## src/rtl/colshift_pkg.sv

```systemverilog
package colshift_pkg;

    typedef enum logic {
        DIR_FROM_B = 1'b0,
        DIR_FROM_A = 1'b1
    } shift_dir_e;

    typedef enum logic {
        MODE_WIDE   = 1'b0,
        MODE_NARROW = 1'b1
    } lane_mode_e;

    typedef struct packed {
        logic hiz;
        logic blank;
        logic pol;
    } drv_ctrl_t;

    typedef enum logic [1:0] {
        DRV_OFF,
        DRV_CONST,
        DRV_TRUE,
        DRV_INV
    } drv_state_e;

    // Priority: release beats blanking, blanking beats data.
    function automatic drv_state_e drv_decode(drv_ctrl_t c);
        if (c.hiz)
            return DRV_OFF;
        else if (c.blank)
            return DRV_CONST;
        else if (c.pol)
            return DRV_TRUE;
        else
            return DRV_INV;
    endfunction

endpackage

```

## src/rtl/colshift_edge.sv

```systemverilog
module colshift_edge #(
    parameter bit RISING = 1'b1
) (
    input  logic clk,
    input  logic rst,
    input  logic sig,
    output logic evt
);
    logic sig_q;

    always_ff @(posedge clk) begin
        sig_q <= sig;
    end

    generate
        if (RISING) begin : g_rise
            assign evt = !rst && !sig_q && sig;
        end else begin : g_fall
            assign evt = !rst && sig_q && !sig;
        end
    endgenerate

endmodule

```

## src/rtl/colshift_chain.sv

```systemverilog
module colshift_chain
    import colshift_pkg::*;
#(
    parameter int unsigned N_STAGES = 96,
    parameter int unsigned W_NARROW = 3,
    parameter int unsigned W_WIDE   = 6
) (
    input  logic                clk,
    input  logic                rst,
    input  logic                shift_evt,
    input  shift_dir_e          dir,
    input  lane_mode_e          mode,
    input  logic [W_WIDE-1:0]   a_in,
    input  logic [W_WIDE-1:0]   b_in,
    output logic [W_WIDE-1:0]   a_out,
    output logic                a_oe,
    output logic [W_WIDE-1:0]   b_out,
    output logic                b_oe,
    output logic [N_STAGES-1:0] stages
);
    localparam int unsigned LO_N = N_STAGES - W_NARROW;
    localparam int unsigned LO_W = N_STAGES - W_WIDE;

    logic [N_STAGES-1:0] st_q;
    logic [N_STAGES-1:0] nxt_up;
    logic [N_STAGES-1:0] nxt_dn;

    for (genvar i = 0; i < N_STAGES; i++) begin : g_stage
        logic up_n, up_w, dn_n, dn_w;
        if (i >= W_NARROW) begin : g_un
            assign up_n = st_q[i-W_NARROW];
        end else begin : g_un_in
            assign up_n = a_in[i];
        end
        if (i >= W_WIDE) begin : g_uw
            assign up_w = st_q[i-W_WIDE];
        end else begin : g_uw_in
            assign up_w = a_in[i];
        end
        if (i < LO_N) begin : g_dn
            assign dn_n = st_q[i+W_NARROW];
        end else begin : g_dn_in
            assign dn_n = b_in[i-LO_N];
        end
        if (i < LO_W) begin : g_dw
            assign dn_w = st_q[i+W_WIDE];
        end else begin : g_dw_in
            assign dn_w = b_in[i-LO_W];
        end
        assign nxt_up[i] = (mode == MODE_NARROW) ? up_n : up_w;
        assign nxt_dn[i] = (mode == MODE_NARROW) ? dn_n : dn_w;
    end

    always_ff @(posedge clk) begin
        if (rst)
            st_q <= '0;
        else if (shift_evt)
            st_q <= (dir == DIR_FROM_A) ? nxt_up : nxt_dn;
    end

    always_comb begin
        a_out = '0;
        b_out = '0;
        if (dir == DIR_FROM_B) begin
            if (mode == MODE_NARROW)
                a_out[W_NARROW-1:0] = st_q[W_NARROW-1:0];
            else
                a_out = st_q[W_WIDE-1:0];
        end else begin
            if (mode == MODE_NARROW)
                b_out[W_NARROW-1:0] = st_q[N_STAGES-1 -: W_NARROW];
            else
                b_out = st_q[N_STAGES-1 -: W_WIDE];
        end
    end

    assign a_oe   = (dir == DIR_FROM_B);
    assign b_oe   = (dir == DIR_FROM_A);
    assign stages = st_q;

    AST_HOLD_IDLE: assert property (@(posedge clk) disable iff (rst)
        !shift_evt |=> $stable(st_q));
    AST_ENTRY_A: assert property (@(posedge clk) disable iff (rst)
        (shift_evt && dir == DIR_FROM_A) |=> st_q[W_NARROW-1:0] == $past(a_in[W_NARROW-1:0]));
    AST_ENTRY_B: assert property (@(posedge clk) disable iff (rst)
        (shift_evt && dir == DIR_FROM_B && mode == MODE_NARROW)
        |=> st_q[N_STAGES-1 -: W_NARROW] == $past(b_in[W_NARROW-1:0]));
    AST_WIDE_STRIDE: assert property (@(posedge clk) disable iff (rst)
        (shift_evt && dir == DIR_FROM_A && mode == MODE_WIDE)
        |=> st_q[N_STAGES-1:W_WIDE] == $past(st_q[LO_W-1:0]));
    AST_SPARE_LOW: assert property (@(posedge clk) disable iff (rst)
        (mode == MODE_NARROW) |-> (a_out[W_WIDE-1:W_NARROW] == '0 && b_out[W_WIDE-1:W_NARROW] == '0));
    AST_IDLE_PORT_QUIET: assert property (@(posedge clk) disable iff (rst)
        a_oe |-> b_out == '0);

endmodule

```

## src/rtl/colshift_out.sv

```systemverilog
module colshift_out
    import colshift_pkg::*;
#(
    parameter int unsigned N_STAGES = 96
) (
    input  logic                clk,
    input  logic                rst,
    input  logic                cap_evt,
    input  logic [N_STAGES-1:0] stages,
    input  drv_ctrl_t           ctrl,
    output logic [N_STAGES-1:0] drv_data,
    output logic                drv_drive
);
    logic [N_STAGES-1:0] lat_q;
    drv_state_e          state;

    always_ff @(posedge clk) begin
        if (rst)
            lat_q <= '0;
        else if (cap_evt)
            lat_q <= stages;
    end

    assign state = drv_decode(ctrl);

    always_comb begin
        drv_data  = '0;
        drv_drive = 1'b1;
        case (state)
            DRV_OFF:   drv_drive = 1'b0;
            DRV_CONST: drv_data  = {N_STAGES{ctrl.pol}};
            DRV_TRUE:  drv_data  = lat_q;
            DRV_INV:   drv_data  = ~lat_q;
            default:   drv_drive = 1'b0;
        endcase
    end

    AST_LATCH_HOLD: assert property (@(posedge clk) disable iff (rst)
        !cap_evt |=> $stable(lat_q));
    AST_LATCH_TAKE: assert property (@(posedge clk) disable iff (rst)
        cap_evt |=> lat_q == $past(stages));
    AST_HIZ_FIRST: assert property (@(posedge clk) disable iff (rst)
        ctrl.hiz |-> (!drv_drive && drv_data == '0));
    AST_BLANK_LEVEL: assert property (@(posedge clk) disable iff (rst)
        (!ctrl.hiz && ctrl.blank) |-> (drv_drive && drv_data == {N_STAGES{ctrl.pol}}));
    AST_POL_SENSE: assert property (@(posedge clk) disable iff (rst)
        (!ctrl.hiz && !ctrl.blank) |-> (drv_data[0] == (lat_q[0] ~^ ctrl.pol)));

endmodule

```

## src/rtl/colshift_top.sv

```systemverilog
module colshift_top
    import colshift_pkg::*;
#(
    parameter int unsigned N_STAGES = 96,
    parameter int unsigned W_NARROW = 3,
    parameter int unsigned W_WIDE   = 6
) (
    input  logic                clk,
    input  logic                rst,
    input  logic                shclk,
    input  logic                dir,
    input  logic                lane_sel,
    input  logic [W_WIDE-1:0]   a_in,
    output logic [W_WIDE-1:0]   a_out,
    output logic                a_oe,
    input  logic [W_WIDE-1:0]   b_in,
    output logic [W_WIDE-1:0]   b_out,
    output logic                b_oe,
    input  logic                ld,
    input  logic                blank,
    input  logic                pol,
    input  logic                hiz,
    output logic [N_STAGES-1:0] drv_data,
    output logic                drv_drive
);
    logic                shift_evt;
    logic                cap_evt;
    logic [N_STAGES-1:0] stages;
    drv_ctrl_t           ctrl;

    assign ctrl = '{hiz: hiz, blank: blank, pol: pol};

    colshift_edge #(.RISING(1'b0)) u_shift_edge (
        .clk (clk), .rst (rst), .sig (shclk), .evt (shift_evt)
    );

    colshift_edge #(.RISING(1'b1)) u_load_edge (
        .clk (clk), .rst (rst), .sig (ld), .evt (cap_evt)
    );

    colshift_chain #(
        .N_STAGES (N_STAGES), .W_NARROW (W_NARROW), .W_WIDE (W_WIDE)
    ) u_chain (
        .clk       (clk),
        .rst       (rst),
        .shift_evt (shift_evt),
        .dir       (shift_dir_e'(dir)),
        .mode      (lane_mode_e'(lane_sel)),
        .a_in      (a_in),
        .b_in      (b_in),
        .a_out     (a_out),
        .a_oe      (a_oe),
        .b_out     (b_out),
        .b_oe      (b_oe),
        .stages    (stages)
    );

    colshift_out #(.N_STAGES (N_STAGES)) u_out (
        .clk       (clk),
        .rst       (rst),
        .cap_evt   (cap_evt),
        .stages    (stages),
        .ctrl      (ctrl),
        .drv_data  (drv_data),
        .drv_drive (drv_drive)
    );

    AST_RESET_CLEAR: assert property (@(posedge clk)
        rst |=> (a_out == '0 && b_out == '0));

endmodule

```

## config.mk

```make
export PLATFORM = sky130hd
export DESIGN_NAME = colshift_top
export DESIGN_NICKNAME = d
export VERILOG_FILES = /design/src/rtl/colshift_pkg.sv /design/src/rtl/colshift_edge.sv /design/src/rtl/colshift_chain.sv /design/src/rtl/colshift_out.sv /design/src/rtl/colshift_top.sv
export SDC_FILE = /design/constraint.sdc
export NUM_CORES = 1
export LEC_CHECK = 0
export ABC_AREA = 0
export BUFFER_PORTS_ARGS = -buffer_cell sky130_fd_sc_hd__buf_4
export CORE_MARGIN = 4
export CORE_UTILIZATION = 45
export DETAILED_ROUTE_END_ITERATION = 16
export PLACE_DENSITY = 0.76
export SLEW_MARGIN = 20
export SYNTH_ARGS = -nofsm -noshare
export SYNTH_HDL_FRONTEND = slang
export SYNTH_SLANG_ARGS = --single-unit
```

## constraint.sdc

```tcl
create_clock -name clk -period 1.7 [get_ports clk]
set_input_delay 0.17 -clock clk [delete_from_list [all_inputs] [get_ports clk]]
set_output_delay 0.17 -clock clk [all_outputs]
set_load 0.01 [all_outputs]
```

==> metrics.md <==
| Metric | Value |
|---|---|
| Crit path DAT | `1.46 ns` |
| Post-Syn Nets | `1437` |
| Xor/xnor cell area share of the yosys netlist | `0%` |
| Total CTS buffers | `17` |
| Yosys cell types | `22` |
| Crit-path max FO | `3` |
| Final antenna-violating net count | `0` |
| P_leak | `4.800 nW` |
| Final Hold Fails | `0` |
| Initial core utilization | `45.97%` |
| Die width | `160.5 µm` |
| Max-Cap Viols | `0` |
| Setup Crit Path Kind | `flop to primary output` |
| Shortest period the worst path allows | `1.627 ns` |
| CTS root buf | `clkbuf_16` |
| Flops & latches, synth | `194` |
| Vias | `9893` |
| Post-Syn Area per Cell | `7.395 µm²` |
| First-pass GRT wire length | `43060 µm` |
| Hold crit path type | `primary input to flop` |
| Post-Synth Adder-Cell Area | `0%` |
| First drt pass iteration count | `5` |
| Synth area leaders | `dfxtp_1, a21oi_1, nand2b_1, o21ai_0, a211o_1` |
| R2R Setup Slk | `0.12 ns` |
| Clock slew at reported path FFs | `0.06 ns` |
| Worst-Skew Late Latency | `0.44 ns` |
| Initial antenna violation count | `0` |
| Num rows | `55` |
| Fraction of layout cells with a size suffix above 1 | `13.41%` |
| WL/cell | `14.55 µm` |
| Antenna Cells | `0` |
| Top_reg_cell synth | `dfxtp_1` |
| Status | `finished, final reports clean` |
| Worst r2r path cells | `4` |
| Worst hold slack | `0.07906 ns` |
| Worst EP required | `1.53 ns` |
| Die area | `25770 µm²` |
| Ys async rst share | `0%` |
| YS warnings | `0` |
| Hold depth | `4` |
| RePlAce Congestion | `0.8586` |
| H-tree depth | `4` |
| CP Launch Type | `flop` |
| Area share of the largest cell type after synthesis | `37.09%` |
| Crit Reg-Reg Endpoint | `u_chain.stages[27]` |
| Nets | `1477` |
| GR Overflow Total | `0` |
| Die Height | `160.5 µm` |
| IO Port Bufs | `131` |
| Synth Area in Simple Gates | `25.51%` |
| Setup TNS | `0 ns` |
| Slew Viols, Final | `0` |
| Vias in the first global route | `8997` |
| Proportion of synthesized area in mux cells | `0.8603%` |
| Top-count cell post-synth | `a21oi_1` |
| Layout fillers | `2123` |
| Hold EP | `u_chain.stages[95]` |
| Max Fclk | `0.6145 GHz` |
| Worst Setup End Kind | `primary output` |
| Number of flops mapped to enable cells by yosys | `0` |
| Total GRT Usage | `19.44%` |
| Worst-case clock buffer depth | `2` |
| Dpl hpwl | `17240 µm` |
| Max-slew headroom | `69.42%` |
| Worst reg2reg startpoint | `u_shift_edge.sig_q` |
| Detailed-route wire length | `25930 µm` |
| Yosys top cell by area | `dfxtp_1` |
| Setup violations, final | `0` |
| Compound-gate portion of the synthesized area | `30.68%` |
| Setup bufs post-CTS | `0` |
| DRC | `0` |
| Sequential area share after synthesis | `37.09%` |
| Top-Level Pins | `132` |
| Clock sink total | `194` |
| Layout area overhead | `17.52%` |
| Core area | `22780 µm²` |
| Min-delay src | `b_in[5]` |
| Peak supply drop | `603.6 µV` |
| Synth Cell Area | `10470 µm²` |
| DR iter-0 viols | `853` |
| Vias per cell | `5.552` |
| Top post-synthesis cells by count | `a21oi_1, o21ai_0, dfxtp_1` |
| Largest family of logic cells by synthesized area | `compound AO/OA/AOI/OAI gates` |
| Skew final | `0.007749 ns` |
| CTS tree | `yes` |
| PwrDens | `780.5 nW/µm²` |
| Synthesized instance count | `1416` |
| RSZ-0062 raised after global routing | `false` |
| Largest net degree at the start of global routing | `109` |
| Period Utilization, post-route | `95.73%` |
| Worst-Margin Slew | `0.4586 ns` |
==> timing repair <==
item / 4_1_cts / 5_1_grt
endpoints found under the hold margin: 2 / 0
gates resized for setup: 0 / 4
hold buffers: 2 / 0
endpoints found under the setup margin: 0 / 3
==> per-stage QoR <==
| stage | total power [W] | utilization [%] | worst slack [ns] | cells | instance area (µm²) |
|---|---|---|---|---|---|
| after floorplan | 0.005385 | - | 0.2495 | 1416 | 10470 |
| final | 0.009604 | 54.02 | 0.07266 | 1782 | 12310 |
| after global routing | 0.009968 | 54.02 | 0.0005536 | 1782 | 12310 |
| after detailed placement | 0.005822 | 51.37 | 0.1718 | 1748 | 11700 |
| after global placement | 0.005811 | 51.37 | 0.2022 | 1748 | 11700 |
| after CTS | 0.009674 | 53.96 | 0.06085 | 1782 | 12290 |
==> where the power goes <==
group / switching (W) / internal, W
combinational: 0.000627 / 0.000508
sequential: 0.0000238 / 0.00456
clock: 0.00180 / 0.00208
total: 0.00245 / 0.00715
==> sequential cells by signal, summed over array words and instances (netlist names) <==
name and flops:
u_out.lat_q 96, u_shift_edge.sig_q 1, u_load_edge.sig_q 1, u_chain.stages 96
==> layer usage <==
layer / wire length [µm] / track usage (%)
met3: 1230 / 3.156
met4: 414 / 5.905
met1: 12240 / 26.83
met2: 12040 / 31.37
met5: 0 / 0
==> critical path, stage by stage, from the launching register on <==
cell and delay [ns]:
dfxtp_1 0.33, or3_1 0.37, a21oi_1 0.18, buf_4 0.15
==> cell families after synthesis <==
logic type,count (synthesis)
flops,194
mux,9
compound gates,570
simple gates,502
buf+inv,141
==> final cells by class <==
| type | count | area, µm² | area share [%] |
|---|---|---|---|
| multi-input combinational | 1081 | 6022 | 48.94 |
| clock buffer | 19 | 442.9 | 3.599 |
| timing repair buffer | 160 | 1431 | 11.63 |
| inverter | 2 | 7.507 | 0.06101 |
| sequential | 194 | 3884 | 31.56 |
| clock inverter | 13 | 126.4 | 1.027 |
| tap | 313 | 391.6 | 3.183 |
==> how the worst max path moves through the flow <==
stage,startpoint,endpoint,depth (start not counted)
after floorplan,u_shift_edge.sig_q,u_chain.stages[10],5
after global placement,u_shift_edge.sig_q,u_chain.stages[66],4
after detailed placement,u_shift_edge.sig_q,u_chain.stages[66],4
after CTS,u_out.lat_q[3],drv_data[3],3
after global routing,u_out.lat_q[46],drv_data[46],3
final,u_out.lat_q[53],drv_data[53],3
==> cell usage in the layout, fill, tap and decap left out <==
cell type      count
buf_4            140
dfxtp_1          194
clkbuf_16         17
inv_6              4
nor3b_2            1
or3_1             96
nor2_4             1
a311oi_1           3
and2b_1            1
clkinv_2           1
clkinv_4           3
nand2b_1         192
dlygate4sd3_1      2
a211o_1           93
buf_12            18
and2_1             6
a21oi_1          275
a21oi_2            4
mux2i_1            9
inv_1              2
clkbuf_8           1
bufinv_16          1
o21ai_0          195
nand4bb_4          1
nor2_1            11
nand2_1          186
nand4bb_1          3
or4b_4             1
nor2b_1            3
clkbuf_1           1
clkinvlp_4         4
Note: power is estimated with default switching activity, not from simulation.
